===== src/rtl/mou_pkg.sv =====
package mou_pkg;
  typedef enum logic {
    SEL_LOAD  = 1'b0,
    SEL_STORE = 1'b1
  } mem_sel_e;
endpackage


===== src/rtl/mou_load_queue.sv =====
module mou_load_queue #(
  parameter int ADDR_W = 32,
  parameter int DATA_W = 32,
  parameter int TAG_W  = 6,
  parameter int DEPTH  = 8
) (
  input  logic              clk_i,
  input  logic              rst_ni,
  input  logic              alloc_i,
  input  logic [ADDR_W-1:0] alloc_addr_i,
  input  logic [TAG_W-1:0]  alloc_tag_i,
  input  logic              alloc_fwd_i,
  input  logic [DATA_W-1:0] alloc_data_i,
  output logic              full_o,
  input  logic [ADDR_W-1:0] lk_addr_i,
  output logic [DEPTH-1:0]  lk_mask_o,
  input  logic [ADDR_W-1:0] chk_addr_i,
  output logic              chk_hit_o,
  output logic              head_valid_o,
  output logic              head_fwd_o,
  output logic [ADDR_W-1:0] head_addr_o,
  output logic [TAG_W-1:0]  head_tag_o,
  output logic [DATA_W-1:0] head_data_o,
  output logic [$clog2(DEPTH)-1:0] head_idx_o,
  input  logic              pop_i
);
  localparam int IW = $clog2(DEPTH);

  logic [DEPTH-1:0]  valid_q, fwd_q;
  logic [ADDR_W-1:0] addr_q [DEPTH];
  logic [DATA_W-1:0] data_q [DEPTH];
  logic [TAG_W-1:0]  tag_q  [DEPTH];
  logic [IW-1:0]     head_q, tail_q;
  logic [IW:0]       count_q;
  logic [DEPTH-1:0]  chk_vec;

  assign full_o = (count_q == (IW+1)'(DEPTH));

  // only loads that read memory matter for store ordering
  for (genvar g = 0; g < DEPTH; g++) begin : g_cmp
    assign lk_mask_o[g] = valid_q[g] && !fwd_q[g] && (addr_q[g] == lk_addr_i);
    assign chk_vec[g]   = valid_q[g] && !fwd_q[g] && (addr_q[g] == chk_addr_i);
  end
  assign chk_hit_o = |chk_vec;

  assign head_valid_o = valid_q[head_q];
  assign head_fwd_o   = fwd_q[head_q];
  assign head_addr_o  = addr_q[head_q];
  assign head_tag_o   = tag_q[head_q];
  assign head_data_o  = data_q[head_q];
  assign head_idx_o   = head_q;

  always_ff @(posedge clk_i or negedge rst_ni) begin
    if (!rst_ni) begin
      valid_q <= '0;
      fwd_q   <= '0;
      head_q  <= '0;
      tail_q  <= '0;
      count_q <= '0;
    end else begin
      if (alloc_i) begin
        valid_q[tail_q] <= 1'b1;
        fwd_q[tail_q]   <= alloc_fwd_i;
        tail_q          <= tail_q + 1'b1;
      end
      if (pop_i) begin
        valid_q[head_q] <= 1'b0;
        head_q          <= head_q + 1'b1;
      end
      count_q <= count_q + (IW+1)'(alloc_i) - (IW+1)'(pop_i);
    end
  end

  always_ff @(posedge clk_i) begin
    if (alloc_i) begin
      addr_q[tail_q] <= alloc_addr_i;
      data_q[tail_q] <= alloc_data_i;
      tag_q[tail_q]  <= alloc_tag_i;
    end
  end

  AST_LQ_NO_OVERFLOW: assert property (@(posedge clk_i) disable iff (!rst_ni)
    alloc_i |-> !full_o);
  AST_LQ_POP_VALID: assert property (@(posedge clk_i) disable iff (!rst_ni)
    pop_i |-> head_valid_o);
endmodule


===== src/rtl/mou_store_queue.sv =====
module mou_store_queue #(
  parameter int ADDR_W   = 32,
  parameter int DATA_W   = 32,
  parameter int DEPTH    = 8,
  parameter int LQ_DEPTH = 8
) (
  input  logic                clk_i,
  input  logic                rst_ni,
  input  logic                alloc_i,
  input  logic [ADDR_W-1:0]   alloc_addr_i,
  input  logic [DATA_W-1:0]   alloc_data_i,
  input  logic [LQ_DEPTH-1:0] alloc_wait_i,
  output logic                full_o,
  input  logic [ADDR_W-1:0]   lk_addr_i,
  output logic                lk_hit_o,
  output logic [DATA_W-1:0]   lk_data_o,
  input  logic [LQ_DEPTH-1:0] ld_clr_i,
  output logic                head_valid_o,
  output logic                head_ready_o,
  output logic [ADDR_W-1:0]   head_addr_o,
  output logic [DATA_W-1:0]   head_data_o,
  input  logic                pop_i
);
  localparam int IW = $clog2(DEPTH);

  logic [DEPTH-1:0]                valid_q;
  logic [DEPTH-1:0][LQ_DEPTH-1:0]  wait_q;
  logic [ADDR_W-1:0]               addr_q [DEPTH];
  logic [DATA_W-1:0]               data_q [DEPTH];
  logic [IW-1:0]                   head_q, tail_q;
  logic [IW:0]                     count_q;

  assign full_o = (count_q == (IW+1)'(DEPTH));

  // walk oldest to youngest; the last hit is the youngest match
  always_comb begin
    logic [IW-1:0] idx;
    lk_hit_o  = 1'b0;
    lk_data_o = '0;
    for (int k = 0; k < DEPTH; k++) begin
      idx = head_q + IW'(k);
      if (valid_q[idx] && (addr_q[idx] == lk_addr_i)) begin
        lk_hit_o  = 1'b1;
        lk_data_o = data_q[idx];
      end
    end
  end

  assign head_valid_o = valid_q[head_q];
  assign head_ready_o = valid_q[head_q] && (wait_q[head_q] == '0);
  assign head_addr_o  = addr_q[head_q];
  assign head_data_o  = data_q[head_q];

  always_ff @(posedge clk_i or negedge rst_ni) begin
    if (!rst_ni) begin
      valid_q <= '0;
      wait_q  <= '0;
      head_q  <= '0;
      tail_q  <= '0;
      count_q <= '0;
    end else begin
      for (int i = 0; i < DEPTH; i++) begin
        wait_q[i] <= wait_q[i] & ~ld_clr_i;
      end
      if (alloc_i) begin
        valid_q[tail_q] <= 1'b1;
        wait_q[tail_q]  <= alloc_wait_i;
        tail_q          <= tail_q + 1'b1;
      end
      if (pop_i) begin
        valid_q[head_q] <= 1'b0;
        head_q          <= head_q + 1'b1;
      end
      count_q <= count_q + (IW+1)'(alloc_i) - (IW+1)'(pop_i);
    end
  end

  always_ff @(posedge clk_i) begin
    if (alloc_i) begin
      addr_q[tail_q] <= alloc_addr_i;
      data_q[tail_q] <= alloc_data_i;
    end
  end

  AST_SQ_NO_OVERFLOW: assert property (@(posedge clk_i) disable iff (!rst_ni)
    alloc_i |-> !full_o);
  AST_SQ_POP_CLEARED: assert property (@(posedge clk_i) disable iff (!rst_ni)
    pop_i |-> head_ready_o);
endmodule


===== src/rtl/mem_order_unit.sv =====
module mem_order_unit #(
  parameter int ADDR_W   = 32,
  parameter int DATA_W   = 32,
  parameter int TAG_W    = 6,
  parameter int LQ_DEPTH = 8,
  parameter int SQ_DEPTH = 8
) (
  input  logic              clk_i,
  input  logic              rst_ni,
  input  logic              alloc_valid_i,
  input  logic              alloc_is_store_i,
  input  logic [ADDR_W-1:0] alloc_addr_i,
  input  logic [DATA_W-1:0] alloc_data_i,
  input  logic [TAG_W-1:0]  alloc_tag_i,
  output logic              alloc_ready_o,
  output logic              mem_req_valid_o,
  input  logic              mem_req_ready_i,
  output logic              mem_req_write_o,
  output logic [ADDR_W-1:0] mem_req_addr_o,
  output logic [DATA_W-1:0] mem_req_wdata_o,
  input  logic              mem_rd_valid_i,
  input  logic [DATA_W-1:0] mem_rd_data_i,
  output logic              res_valid_o,
  output logic [TAG_W-1:0]  res_tag_o,
  output logic [DATA_W-1:0] res_data_o
);
  import mou_pkg::*;
  localparam int LIW = $clog2(LQ_DEPTH);

  logic                lq_full, sq_full;
  logic                ld_alloc, st_alloc;
  logic                fwd_hit;
  logic [DATA_W-1:0]   fwd_data;
  logic [LQ_DEPTH-1:0] ld_match, ld_clr;
  logic                lq_head_valid, lq_head_fwd;
  logic [ADDR_W-1:0]   lq_head_addr;
  logic [TAG_W-1:0]    lq_head_tag;
  logic [DATA_W-1:0]   lq_head_data;
  logic [LIW-1:0]      lq_head_idx;
  logic                lq_pop;
  logic                sq_head_valid, sq_head_ready, sq_pop;
  logic [ADDR_W-1:0]   sq_head_addr;
  logic [DATA_W-1:0]   sq_head_data;
  logic                st_blk_hit;
  logic                rd_pending_q, rd_issue, rd_done, fwd_pop;
  logic                ld_need_rd, req_valid, hs;
  mem_sel_e            fresh_sel, sel, hold_sel_q;
  logic                hold_q;
  logic                res_valid_q;
  logic [TAG_W-1:0]    res_tag_q;
  logic [DATA_W-1:0]   res_data_q;

  assign alloc_ready_o = alloc_is_store_i ? !sq_full : !lq_full;
  assign ld_alloc      = alloc_valid_i && !alloc_is_store_i && !lq_full;
  assign st_alloc      = alloc_valid_i &&  alloc_is_store_i && !sq_full;

  // a load leaving this cycle must not be recorded as a blocker
  assign ld_clr = lq_pop ? ({{(LQ_DEPTH-1){1'b0}}, 1'b1} << lq_head_idx) : '0;

  mou_load_queue #(
    .ADDR_W(ADDR_W), .DATA_W(DATA_W), .TAG_W(TAG_W), .DEPTH(LQ_DEPTH)
  ) u_lq (
    .clk_i        (clk_i),
    .rst_ni       (rst_ni),
    .alloc_i      (ld_alloc),
    .alloc_addr_i (alloc_addr_i),
    .alloc_tag_i  (alloc_tag_i),
    .alloc_fwd_i  (fwd_hit),
    .alloc_data_i (fwd_data),
    .full_o       (lq_full),
    .lk_addr_i    (alloc_addr_i),
    .lk_mask_o    (ld_match),
    .chk_addr_i   (sq_head_addr),
    .chk_hit_o    (st_blk_hit),
    .head_valid_o (lq_head_valid),
    .head_fwd_o   (lq_head_fwd),
    .head_addr_o  (lq_head_addr),
    .head_tag_o   (lq_head_tag),
    .head_data_o  (lq_head_data),
    .head_idx_o   (lq_head_idx),
    .pop_i        (lq_pop)
  );

  mou_store_queue #(
    .ADDR_W(ADDR_W), .DATA_W(DATA_W), .DEPTH(SQ_DEPTH), .LQ_DEPTH(LQ_DEPTH)
  ) u_sq (
    .clk_i        (clk_i),
    .rst_ni       (rst_ni),
    .alloc_i      (st_alloc),
    .alloc_addr_i (alloc_addr_i),
    .alloc_data_i (alloc_data_i),
    .alloc_wait_i (ld_match & ~ld_clr),
    .full_o       (sq_full),
    .lk_addr_i    (alloc_addr_i),
    .lk_hit_o     (fwd_hit),
    .lk_data_o    (fwd_data),
    .ld_clr_i     (ld_clr),
    .head_valid_o (sq_head_valid),
    .head_ready_o (sq_head_ready),
    .head_addr_o  (sq_head_addr),
    .head_data_o  (sq_head_data),
    .pop_i        (sq_pop)
  );

  // memory port: reads first, choice frozen while the port stalls
  assign ld_need_rd = lq_head_valid && !lq_head_fwd && !rd_pending_q;
  assign fresh_sel  = ld_need_rd ? SEL_LOAD : SEL_STORE;
  assign sel        = hold_q ? hold_sel_q : fresh_sel;
  assign req_valid  = hold_q || ld_need_rd || sq_head_ready;
  assign hs         = req_valid && mem_req_ready_i;
  assign sq_pop     = hs && (sel == SEL_STORE);
  assign rd_issue   = hs && (sel == SEL_LOAD);
  assign rd_done    = rd_pending_q && mem_rd_valid_i;
  assign fwd_pop    = lq_head_valid && lq_head_fwd;
  assign lq_pop     = rd_done || fwd_pop;

  assign mem_req_valid_o = req_valid;
  assign mem_req_write_o = (sel == SEL_STORE);
  assign mem_req_addr_o  = (sel == SEL_STORE) ? sq_head_addr : lq_head_addr;
  assign mem_req_wdata_o = sq_head_data;

  always_ff @(posedge clk_i or negedge rst_ni) begin
    if (!rst_ni) begin
      rd_pending_q <= 1'b0;
      hold_q       <= 1'b0;
      hold_sel_q   <= SEL_LOAD;
      res_valid_q  <= 1'b0;
      res_tag_q    <= '0;
      res_data_q   <= '0;
    end else begin
      if (rd_issue)     rd_pending_q <= 1'b1;
      else if (rd_done) rd_pending_q <= 1'b0;
      hold_q      <= req_valid && !mem_req_ready_i;
      hold_sel_q  <= sel;
      res_valid_q <= lq_pop;
      if (lq_pop) begin
        res_tag_q  <= lq_head_tag;
        res_data_q <= rd_done ? mem_rd_data_i : lq_head_data;
      end
    end
  end

  assign res_valid_o = res_valid_q;
  assign res_tag_o   = res_tag_q;
  assign res_data_o  = res_data_q;

  AST_RD_TO_RESULT: assert property (@(posedge clk_i) disable iff (!rst_ni)
    rd_done |=> res_valid_o);
  AST_ONE_READ_IN_FLIGHT: assert property (@(posedge clk_i) disable iff (!rst_ni)
    rd_pending_q |-> !(mem_req_valid_o && !mem_req_write_o));
  AST_FWD_RESULT: assert property (@(posedge clk_i) disable iff (!rst_ni)
    (lq_head_valid && lq_head_fwd) |=> res_valid_o);
  AST_WAR_HOLD: assert property (@(posedge clk_i) disable iff (!rst_ni)
    (mem_req_valid_o && mem_req_write_o && mem_req_ready_i) |-> !st_blk_hit);
  AST_STORE_FROM_HEAD: assert property (@(posedge clk_i) disable iff (!rst_ni)
    (mem_req_valid_o && mem_req_write_o) |-> sq_head_valid);
  AST_REQ_STABLE: assert property (@(posedge clk_i) disable iff (!rst_ni)
    (mem_req_valid_o && !mem_req_ready_i) |=>
      (mem_req_valid_o && $stable(mem_req_write_o) && $stable(mem_req_addr_o)));
endmodule


===== config.mk =====
export PLATFORM = sky130hd
export DESIGN_NAME = mem_order_unit
export DESIGN_NICKNAME = d
export VERILOG_FILES = /design/src/rtl/mou_pkg.sv /design/src/rtl/mou_load_queue.sv /design/src/rtl/mou_store_queue.sv /design/src/rtl/mem_order_unit.sv
export SDC_FILE = /design/constraint.sdc
export NUM_CORES = 2
export LEC_CHECK = 0
export BUFFER_PORTS_ARGS = -buffer_cell sky130_fd_sc_hd__buf_4
export CAP_MARGIN = 20
export CELL_PAD_IN_SITES_DETAIL_PLACEMENT = 1
export CELL_PAD_IN_SITES_GLOBAL_PLACEMENT = 1
export CORE_MARGIN = 4
export CORE_UTILIZATION = 55
export DETAILED_ROUTE_END_ITERATION = 10
export PLACE_DENSITY = 0.94
export SYNTH_ARGS = -nofsm -noshare
export SYNTH_HDL_FRONTEND = slang
export SYNTH_SLANG_ARGS = --single-unit

===== constraint.sdc =====
create_clock -name clk_i -period 13.4 [get_ports clk_i]
set_clock_uncertainty 0.05 [all_clocks]
set_input_delay 1.34 -clock clk_i [delete_from_list [all_inputs] [get_ports clk_i]]
set_output_delay 1.34 -clock clk_i [all_outputs]
set_load 0.005 [all_outputs]

==> flow_summary.ini <==
[sta]
final_max_slew_viol_count = 0
fmax_mhz = 113
rsz0062_at_grt = false
setup_viol = 0
timing.setup.tns_ns = 0
worstMarginPinSlew_ns = 1.26
fin_crit_sh_pct = 66.0
hold_viol_final = 0
finalCriticalPeriod_ns = 8.84
slew_headroom_pct = 15.8

[placed_design]
gp_congestion = 0.983
dpl.hpwl_um = 183000
numPortBuffers = 213

[power]
p_leak_nw = 28.7
power.total_w = 0.0219
power_switching_w = 0.0101
p_seq_share_pct = 23.1
ir_worst_vdd_mv = 0.422
p_per_area_mw_per_mm2 = 268
p_clk_share_pct = 17.6
swShare_pct = 46.1
combPwrFrac_pct = 59.4
internal_power_w = 0.0118

[setup_path]
path_class = flop to flop
crit_path_start_kind = flop
r2r_start = u_sq.head_q[1]$_DFFE_PN0N_
r2r_end = u_lq.data_q[0][15]$_DFFE_PP_
cp_max_fo = 50
worst_path_most_repeated_cell = buf_4
critical-path-top-delay-family = simple AND/OR/NAND/NOR gates
slowest_delay_ns = 0.91
critical_path.n_buffers_inverters = 4
reg2reg_setup_slack_ns = 4.56
endpoint_kind = flop
critical-path-slowest-cell = ha_4
arrival_ns = 9.31
path_cells = inv_1 -> ha_4 -> buf_4 -> buf_4 -> mux4_2 -> mux2i_1 -> xnor2_1 -> nor4_1 -> nand3_1 -> or4_1 -> buf_4 -> or2_1 -> nand2_4 -> o211ai_2 -> a41o_1
rr_worst_depth = 15
required_ns = 13.87

[logic_synthesis]
yosysSeqAreaShare_pct = 48.2
synth_top_family_by_area = multiplexers
yosysWarnings = 0
synthTopCellsByArea = edfxtp_1 (43%), mux4_2 (22%), mux2i_1 (6.1%)
ys_ff_latch = 1222
synth.most_common_cell = edfxtp_1
synth_cell_types = 79
syn_nets = 5499
synth_mux_area_share_pct = 28.7
synth_edf_count = 1072
synth_area_mm2 = 0.0745
synth_commonest_cells = edfxtp_1 (1072), nand2_1 (867), mux4_2 (737)
synthSimpleGateAreaFrac_pct = 8.33
synthCells = 5365
synthAdderAreaFrac_pct = 0.457
syn_area_per_cell_um2 = 13.9
synth_xor_area_share_pct = 6.51
yosysTopAreaCellShare_pct = 43.2
synth_area_leader_cell = edfxtp_1
synth_top_flop_cell = edfxtp_1
synth_compound_area_share_pct = 4.64
async_flop_share_pct = 12.3

[detailed_routing]
detail-route-antenna-nets = 0
first_iter_violations = 10776
via_per_inst = 8.05
wl_per_cell_um = 41.9
vias = 58408
wl_um = 304000
drc_errors = 0
dr.pass1.iters = 6

[clock_tree]
cts_inserted_buffers = 133
cts_buffer_depth = 3
postCtsHoldBufs = 0
cts_setup_buffers = 0
h-tree-depth = 4
cts_tree = done
ctsResizeCount = 0
path_clk_slew_ns = 0.07
clk_latency_ns = 0.83
cts_sinks = 1222
cts_root_buf = clkbuf_16

[job]
drv_cap = 0

[global_route]
grt_max_degree = 158
grt_pass1_vias = 60208
antenna_found_initial = 29
grt_first_pass_wirelength_um = 433000
gr-total-overflow = 0
track_usage_pct = 42.2

[final_layout]
finalNetCount = 5500
final_util_pct = 61.0
drive_gt1_share_pct = 24.7
area_delta_synth_final_pct = 9.58

[floorplan]
die_h_um = 376
die-area_mm2 = 0.141
initial_core_util_pct = 55.6
rows = 134
die_width_um = 376
ios = 214
core-area_mm2 = 0.134

[min_path]
hold_class = input port to asynchronous set/reset pin

[run_status]
status = finished clean
cells by family (layout without fill, tap and decap cells):
family                     count (synthesis)  count (layout)
AOI/OAI and AO/OA                        486             486
xor gates and xnor gates                 552             552
adders and majority gates                 26              26
buffers and inverters                    483             596
DFF                                     1222            1222
muxes                                   1214            1214
other                                      0              13
and+or+nand+nor                         1382            1382
through the flow:
step	hold slack [ns]	std cells	area (um2)	setup slack, ns
CTS	0.321	7241	81500	5.05
floorplan	0.423	5365	74500	5.30
global route	0.336	7250	81700	4.60
global placement	0.414	6992	77200	5.46
finish	0.332	7259	81700	4.56
detailed placement	0.426	6994	77200	5.22
worst register-to-register path, cell delays in order, from the launching register on:
cell and delay [ns]:
dfrtp_4 0.88, inv_1 0.52, ha_4 0.91, buf_4 0.63, buf_4 0.79, mux4_2 0.71
mux2i_1 0.18, xnor2_1 0.11, nor4_1 0.58, nand3_1 0.29, or4_1 0.73, buf_4 0.42
or2_1 0.44, nand2_4 0.67, o211ai_2 0.27, a41o_1 0.38
routing by layer:
layer,global-route usage [%],wire length (um)
met1,48.4,91400
met2,65.5,138000
met3,14.4,43800
met4,32.7,31200
met5,0,222
flip-flops by register name (all words and copies together) (netlist names):
name             count
u_sq.data_q        256
res_valid_o          1
u_lq.count_q         4
u_sq.tail_q          3
u_lq.tag_q          48
res_tag_o            6
u_lq.valid_q         8
rd_pending_q         1
u_lq.head_idx_o      3
u_sq.valid_q         8
u_sq.addr_q        256
res_data_o          32
u_sq.head_q          3
u_sq.count_q         4
hold_sel_q           1
u_sq.wait_q         64
u_lq.addr_q        256
u_lq.tail_q          3
hold_q               1
u_lq.fwd_q           8
u_lq.data_q        256
power groups by stage:
stage / clock network (W) / registers, W / logic, W
final: 0.00385 / 0.00506 / 0.0130
after floorplan: 0 / 0.00481 / 0.00846
after global placement: 0 / 0.00500 / 0.0115
after global routing: 0.00400 / 0.00507 / 0.0134
after CTS: 0.00382 / 0.00502 / 0.0125
after detailed placement: 0 / 0.00508 / 0.0121
area by class of cell:
class	instances	area, um2
antenna	13	32.5
clock buffer	178	3740
clock inverter	69	637
fill	12266	52300
inverter	43	185
multi-input combinational	3660	36500
sequential	1222	36000
tap	1768	2210
timing repair buffer	306	2410
worst max path at each step:
stage                                     from                           end  slack, ns  cells past startpoint
floorplan                     alloc_is_store_i     u_lq.fwd_q[2]$_DFFE_PN0P_       5.30                      5
global placement    u_sq.head_q[1]$_DFFE_PN0N_  u_lq.data_q[5][12]$_DFFE_PP_       5.46                     15
detailed placement  u_sq.head_q[1]$_DFFE_PN0N_   u_lq.data_q[3][9]$_DFFE_PP_       5.22                     15
CTS                 u_sq.head_q[1]$_DFFE_PN0N_  u_lq.data_q[2][15]$_DFFE_PP_       5.05                     15
global route        u_sq.head_q[1]$_DFFE_PN0N_   u_lq.data_q[5][0]$_DFFE_PP_       4.60                     15
finish              u_sq.head_q[1]$_DFFE_PN0N_  u_lq.data_q[0][15]$_DFFE_PP_       4.56                     15
layout by cell type, fill, tap and decap left out, types with 89 or more instances in the layout:
master and count:
a21oi_1 131, buf_4 296, clkbuf_16 144, dfrtp_1 144
edfxtp_1 1072, mux2i_1 452, mux4_2 737, nand2_1 866
nand3_1 89, nor2_1 92, nor4_1 106, o21ai_0 110
xnor2_1 241, xor2_1 307
Note: power is estimated with default switching activity, not from simulation.
